<file path="config.mk">
export PLATFORM = sky130hd
export DESIGN_NAME = uart_regport
export DESIGN_NICKNAME = d
export VERILOG_FILES = /design/src/rtl/uart_pkg.sv /design/src/rtl/uart_rx_sync.sv /design/src/rtl/uart_tx_engine.sv /design/src/rtl/uart_rx_engine.sv /design/src/rtl/uart_regport.sv
export SDC_FILE = /design/constraint.sdc
export NUM_CORES = 1
export LEC_CHECK = 0
export ABC_AREA = 1
export BUFFER_PORTS_ARGS = -buffer_cell sky130_fd_sc_hd__buf_2
export CAP_MARGIN = 20
export CORE_MARGIN = 2
export CORE_UTILIZATION = 40
export DETAILED_ROUTE_END_ITERATION = 12
export HOLD_SLACK_MARGIN = 0.05
export SLEW_MARGIN = 15
export SYNTH_ARGS = -nofsm -noshare
export SYNTH_HDL_FRONTEND = slang
export SYNTH_SLANG_ARGS = --single-unit
</file>
<file path="constraint.sdc">
create_clock -name clk -period 2.17 [get_ports clk]
set_clock_uncertainty 0.15 [all_clocks]
set_input_delay 0.434 -clock clk [delete_from_list [all_inputs] [get_ports clk]]
set_output_delay 0.434 -clock clk [all_outputs]
set_load 0.1 [all_outputs]
</file>
<file path="src/rtl/uart_pkg.sv">
package uart_pkg;

    localparam int UART_DATA_W = 8;
    localparam int UART_DIV_W  = 13;

    // register selected by address bits [3:2]
    typedef enum logic [1:0] {
        SEL_DATA  = 2'd0,
        SEL_STAT  = 2'd1,
        SEL_DIV   = 2'd2,
        SEL_RXPIN = 2'd3
    } reg_sel_e;

    typedef enum logic [1:0] {
        RXS_IDLE,
        RXS_START,
        RXS_DATA,
        RXS_STOP
    } rx_state_e;

    typedef struct packed {
        logic                   valid;
        logic [UART_DATA_W-1:0] data;
    } rx_byte_t;

    function automatic int frame_bits(input int data_w);
        return data_w + 2;
    endfunction

endpackage

</file>
<file path="src/rtl/uart_rx_sync.sv">
module uart_rx_sync #(
    parameter int STAGES = 2
) (
    input  logic clk,
    input  logic rst,
    input  logic din,
    output logic dout
);
    logic [STAGES-1:0] chain;

    generate
        for (genvar i = 0; i < STAGES; i++) begin : g_stage
            if (i == 0) begin : g_first
                always_ff @(posedge clk) begin
                    if (rst) chain[0] <= 1'b1;
                    else     chain[0] <= din;
                end
            end else begin : g_next
                always_ff @(posedge clk) begin
                    if (rst) chain[i] <= 1'b1;
                    else     chain[i] <= chain[i-1];
                end
            end
        end
    endgenerate

    assign dout = chain[STAGES-1];
endmodule

</file>
<file path="src/rtl/uart_tx_engine.sv">
module uart_tx_engine
    import uart_pkg::*;
#(
    parameter int DATA_W = UART_DATA_W,
    parameter int DIV_W  = UART_DIV_W
) (
    input  logic              clk,
    input  logic              rst,
    input  logic              start,
    input  logic [DATA_W-1:0] data,
    input  logic [DIV_W-1:0]  div,
    output logic              busy,
    output logic              at_end,
    output logic              tx
);
    localparam int NBITS = frame_bits(DATA_W);
    localparam int IDX_W = $clog2(NBITS);
    localparam logic [IDX_W-1:0] LAST = IDX_W'(NBITS - 1);

    logic [NBITS-1:0] shreg;
    logic [IDX_W-1:0] bit_idx;
    logic [DIV_W-1:0] bcnt;
    logic             tick;

    assign tick   = (bcnt == div);
    assign at_end = busy && tick && (bit_idx == LAST);

    always_ff @(posedge clk) begin
        if (rst) begin
            busy    <= 1'b0;
            shreg   <= '1;
            bit_idx <= '0;
            bcnt    <= '0;
        end else if (!busy) begin
            if (start) begin
                busy    <= 1'b1;
                shreg   <= {1'b1, data, 1'b0};
                bit_idx <= '0;
                bcnt    <= '0;
            end
        end else if (tick) begin
            bcnt  <= '0;
            shreg <= {1'b1, shreg[NBITS-1:1]};
            if (bit_idx == LAST) busy <= 1'b0;
            else                 bit_idx <= bit_idx + 1'b1;
        end else begin
            bcnt <= bcnt + 1'b1;
        end
    end

    assign tx = busy ? shreg[0] : 1'b1;
endmodule

</file>
<file path="src/rtl/uart_rx_engine.sv">
module uart_rx_engine
    import uart_pkg::*;
#(
    parameter int DATA_W = UART_DATA_W,
    parameter int DIV_W  = UART_DIV_W
) (
    input  logic             clk,
    input  logic             rst,
    input  logic             rxs,
    input  logic [DIV_W-1:0] div,
    output rx_byte_t         result
);
    localparam int IDX_W = $clog2(DATA_W);
    localparam logic [IDX_W-1:0] LAST = IDX_W'(DATA_W - 1);

    rx_state_e         state;
    logic [DIV_W-1:0]  cnt;
    logic [IDX_W-1:0]  bit_idx;
    logic [DATA_W-1:0] shreg;
    logic [DIV_W-1:0]  half;

    assign half = div >> 1;

    always_ff @(posedge clk) begin
        if (rst) begin
            state   <= RXS_IDLE;
            cnt     <= '0;
            bit_idx <= '0;
            shreg   <= '0;
        end else begin
            case (state)
                RXS_IDLE: begin
                    if (!rxs) begin
                        state <= RXS_START;
                        cnt   <= '0;
                    end
                end
                RXS_START: begin
                    if (cnt == half) begin
                        cnt     <= '0;
                        bit_idx <= '0;
                        state   <= rxs ? RXS_IDLE : RXS_DATA;
                    end else begin
                        cnt <= cnt + 1'b1;
                    end
                end
                RXS_DATA: begin
                    if (cnt == div) begin
                        cnt   <= '0;
                        shreg <= {rxs, shreg[DATA_W-1:1]};
                        if (bit_idx == LAST) state <= RXS_STOP;
                        else                 bit_idx <= bit_idx + 1'b1;
                    end else begin
                        cnt <= cnt + 1'b1;
                    end
                end
                RXS_STOP: begin
                    if (cnt == div) begin
                        cnt   <= '0;
                        state <= RXS_IDLE;
                    end else begin
                        cnt <= cnt + 1'b1;
                    end
                end
                default: state <= RXS_IDLE;
            endcase
        end
    end

    always_comb begin
        result.valid = (state == RXS_STOP) && (cnt == div) && rxs;
        result.data  = shreg;
    end
endmodule

</file>
<file path="src/rtl/uart_regport.sv">
module uart_regport
    import uart_pkg::*;
#(
    parameter int BUS_W       = 32,
    parameter int ADDR_W      = 4,
    parameter int DIV_W       = UART_DIV_W,
    parameter int DIV_RST     = 24,
    parameter int SYNC_STAGES = 2
) (
    input  logic              clk,
    input  logic              rst,
    input  logic              bus_wr,
    input  logic              bus_rd,
    input  logic [ADDR_W-1:0] bus_addr,
    input  logic [BUS_W-1:0]  bus_wdata,
    output logic [BUS_W-1:0]  bus_rdata,
    output logic              tx_line,
    input  logic              rx_main,
    input  logic              rx_alt,
    output logic              rts_n
);
    localparam int DW = UART_DATA_W;

    reg_sel_e         sel;
    logic [DIV_W-1:0] div_q;
    logic             rxpin_q;
    logic             tx_busy;
    logic             tx_at_end;
    logic             rx_pin;
    logic             rx_synced;
    rx_byte_t         rx_res;
    logic             rx_done;
    logic             rx_avail;
    logic [DW-1:0]    rx_hold;
    logic             wr_data;
    logic             rd_data;

    assign sel     = reg_sel_e'(bus_addr[3:2]);
    assign wr_data = bus_wr && (sel == SEL_DATA);
    assign rd_data = bus_rd && (sel == SEL_DATA);

    always_ff @(posedge clk) begin
        if (rst) begin
            div_q   <= DIV_W'(DIV_RST);
            rxpin_q <= 1'b0;
        end else if (bus_wr) begin
            if (sel == SEL_DIV)   div_q   <= bus_wdata[DIV_W-1:0];
            if (sel == SEL_RXPIN) rxpin_q <= bus_wdata[0];
        end
    end

    uart_tx_engine #(.DATA_W(DW), .DIV_W(DIV_W)) u_tx (
        .clk    (clk),
        .rst    (rst),
        .start  (wr_data),
        .data   (bus_wdata[DW-1:0]),
        .div    (div_q),
        .busy   (tx_busy),
        .at_end (tx_at_end),
        .tx     (tx_line)
    );

    assign rx_pin = rxpin_q ? rx_alt : rx_main;

    uart_rx_sync #(.STAGES(SYNC_STAGES)) u_sync (
        .clk  (clk),
        .rst  (rst),
        .din  (rx_pin),
        .dout (rx_synced)
    );

    uart_rx_engine #(.DATA_W(DW), .DIV_W(DIV_W)) u_rx (
        .clk    (clk),
        .rst    (rst),
        .rxs    (rx_synced),
        .div    (div_q),
        .result (rx_res)
    );

    assign rx_done = rx_res.valid;

    // a finishing byte takes priority over a clearing read
    always_ff @(posedge clk) begin
        if (rst) begin
            rx_avail <= 1'b0;
            rx_hold  <= '0;
        end else if (rx_done) begin
            rx_avail <= 1'b1;
            rx_hold  <= rx_res.data;
        end else if (rd_data) begin
            rx_avail <= 1'b0;
        end
    end

    assign rts_n = rx_avail;

    always_comb begin
        bus_rdata = '0;
        case (sel)
            SEL_DATA:  bus_rdata[DW-1:0]    = rx_hold;
            SEL_STAT:  bus_rdata[1:0]       = {rx_avail, tx_busy};
            SEL_DIV:   bus_rdata[DIV_W-1:0] = div_q;
            SEL_RXPIN: bus_rdata[0]         = rxpin_q;
            default:   bus_rdata            = '0;
        endcase
    end
endmodule

</file>
==> summary.txt <==
Clock tree
  • Hold-fix buffers, CTS: 0
  • Clock slew at reported path FFs: 0.06 ns
  • Root buffer cell: clkbuf_16
  • Cts repair resizes: 0
  • Clk Latency, worst-skew pair: 0.33 ns
  • Max H-tree Level: 3
  • Clock buffer depth: 2
  • CTS tree: yes
  • Post-CTS Setup Repair Bufs: 0
  • CTS buffer count: 9
  • Clock sinks: 78

STA
  • RSZ-0062 raised after global routing: false
  • Slew HR: 59.0%
  • Post-route clock period utilization: 95.0%
  • Final worst slack: 0.108 ns
  • Max Slew Vio Count: 0
  • Worst Tran Pin Value: 0.613 ns
  • Final setup TNS: 0 ns
  • Final hold slack: 0.203 ns
  • Final Setup Violations: 0
  • Crit path time final: 2.06 ns
  • Final Hold Vio Count: 0
  • Fmax: 485 MHz

Setup path
  • CP max stage cell: o221ai_4
  • CP max FO: 8
  • Worst Setup Start Kind: input pin
  • Critical path class: in2out
  • CP most frequent cell: buf_12
  • CP Cell Sequence: buf_2, buf_4, nor2_1, inv_1, buf_12, o221ai_4, buf_12
  • Largest delay share family, worst path: buffers and inverters
  • CP Capture Type: primary output
  • CP bufs+invs: 5
  • CP max stage delay: 0.20 ns
  • Crit path DAT: 1.48 ns
  • WP data required: 1.59 ns

Routing
  • Routed WL per cell: 12.6 um
  • Pre-antenna DRT Iters: 5
  • Routed Wire Length: 11.1 mm
  • Antenna Nets Post-Route: 0
  • Vias per Instance: 4.91
  • Vias: 4322
  • Initial drt markers: 222
  • # DRC: 0

Synth
  • Post-Synthesis Cells: 696
  • Post-synthesis sequential area ratio: 34.5%
  • Synth Flop Type: dfxtp_1
  • Mapped Area: 0.00453 sq mm
  • Synth Register Bits: 78
  • EDFF count, synth: 0
  • Yosys cell types: 35
  • Post-synthesis area per instance: 6.50 sq um
  • Post-synth ARST share: 0%
  • Yosys warning total: 0

Global routing
  • Most used routing layer in global routing: met2
  • Global-route wire length before repair: 18.5 mm
  • Largest net degree at the start of global routing: 50
  • Met3 Usage GRT: 4.41%
  • GRT overflow: 0
  • Met1 Use GR: 26.8%
  • Gr usage total: 19.5%
  • Met2 usage: 30.6%
  • Initial antenna violation count: 0
  • Vias in the first global route: 3986

Floorplan
  • # IOs: 76
  • Die Y: 110 um
  • Row cnt: 38
  • Core area: 0.0109 sq mm
  • Initial Util: 41.4%
  • Die area: 0.0122 sq mm
  • Die X: 110 um

Final layout
  • Finished Layout Cells: 881
  • Finished Cell Area: 0.00546 sq mm
  • Area of the multi-input gates: 0.00257 sq mm
  • Final core utilization: 49.9%
  • Commonest non-fill, non-tap cell in the layout: nand2_1
  • Register area: 0.00156 sq mm
  • Post-layout nets: 786
  • Most frequent cells in the layout: 200 x nand2_1, 88 x inv_1, 77 x dfxtp_1
  • Diode count: 0
  • Layout cell share with drive strength beyond 1: 15.5%
  • Area Growth Syn to Fin: 20.6%
  • # fillers: 1084

Placed design
  • Post-Place Cells: 867
  • GP Congestion: 0.970
  • Placed inst area: 0.00519 sq mm
  • DP Wirelength: 8.21 mm
  • Number of buffers inserted by port buffering: 35
  • Setup WS pre-CTS: 0.0840 ns

Power
  • Peak VDD IR: 0.000344 V
  • Power, Total: 3.60 mW
  • Leak Pwr: 2.41 nW
  • Cell Pwr Density: 659 mW/mm^2

Run status
  • Status: finished, final reports clean

Flow run
  • Max Cap Viol: 0

Min path
  • Min-Delay Path Class: in2reg
sequential cells by signal, indices dropped and copies added, names as in the netlist, 3 cells and up, named ones only:
register      count
u_rx.shreg        8
u_tx.bit_idx      4
u_tx.shreg        9
div_q            13
u_rx.bit_idx      3
u_rx.cnt         13
rx_hold           8
u_tx.bcnt        13
cell families (layout without fill, tap and decap cells):
family | Yosys count | in the layout | synth area share, %
AOI/OAI and AO/OA | 115 | 115 | 14.8
buffers and inverters | 136 | 163 | 13.5
adders and majority gates | 6 | 6 | 1.66
DFF | 78 | 78 | 34.5
and+or+nand+nor | 344 | 344 | 32.4
other | 1 | 19 | 0.0828
xor gates and xnor gates | 16 | 16 | 3.10
worst reg2reg max path, stage by stage (launching register included):
cell      delay [ns]
dfxtp_1         0.45
inv_2           0.10
nand2_1         0.13
nand2_1         0.06
nor2_1          0.08
nand2_1         0.09
nor2_4          0.18
nand4_4         0.29
nor2_1          0.23
a211oi_2        0.05
metal layers:
layer  wire length, um  share of wire [%]
met1              5410                 49
met2              4910                 44
met3               582                5.3
met4               167                1.5
met5                 0                  0
cell usage after synthesis (all sizes together) (3+ instances only):
master	instances	area, sq um
nor2	61	244
buf	26	196
ha	6	75.1
a211oi	8	100
nand3	58	295
o21ai	46	238
a21oi	46	230
o211ai	3	22.5
or2	4	25.0
dfxtp	78	1560
xor2	11	96.3
o22ai	8	50.1
nand2	207	810
nand4	5	46.3
xnor2	5	43.8
inv	96	360
clkbuf	14	52.6
nor3	8	40.0
worst paths after layout:
| check | startpoint | end | slack [ns] | cells past startpoint |
|---|---|---|---|---|
| worst max-delay path | bus_addr[2] | bus_rdata[1] | 0.11 | 7 |
| worst max register to register | div_q[12]$_SDFFE_PP0P_ | rx_hold[3]$_SDFFE_PP0P_ | 0.22 | 9 |
| worst min-delay path | rx_main | u_sync.chain[0]$_SDFF_PP1_ | 0.20 | 3 |
| worst min register to register | u_sync.chain[0]$_SDFF_PP1_ | u_sync.dout$_SDFF_PP1_ | 0.26 | 1 |
layout make-up:
| type | instances | area share, % |
|---|---|---|
| Timing Repair Buffer | 53 | 9.72 |
| Inverter | 96 | 6.60 |
| Multi-Input combinational cell | 500 | 47.0 |
| Clock inverter | 4 | 0.458 |
| Tap cell | 140 | 3.21 |
| Sequential cell | 78 | 28.6 |
| Clock buffer | 10 | 4.38 |
power by group:
group | total [mW] | switching, mW | internal [mW]
clock network | 1.37 | 0.582 | 0.788
registers | 1.53 | 0.0517 | 1.48
logic | 0.696 | 0.502 | 0.193
total | 3.60 | 1.14 | 2.46
No activity file was read; power rests on OpenSTA's default activity.
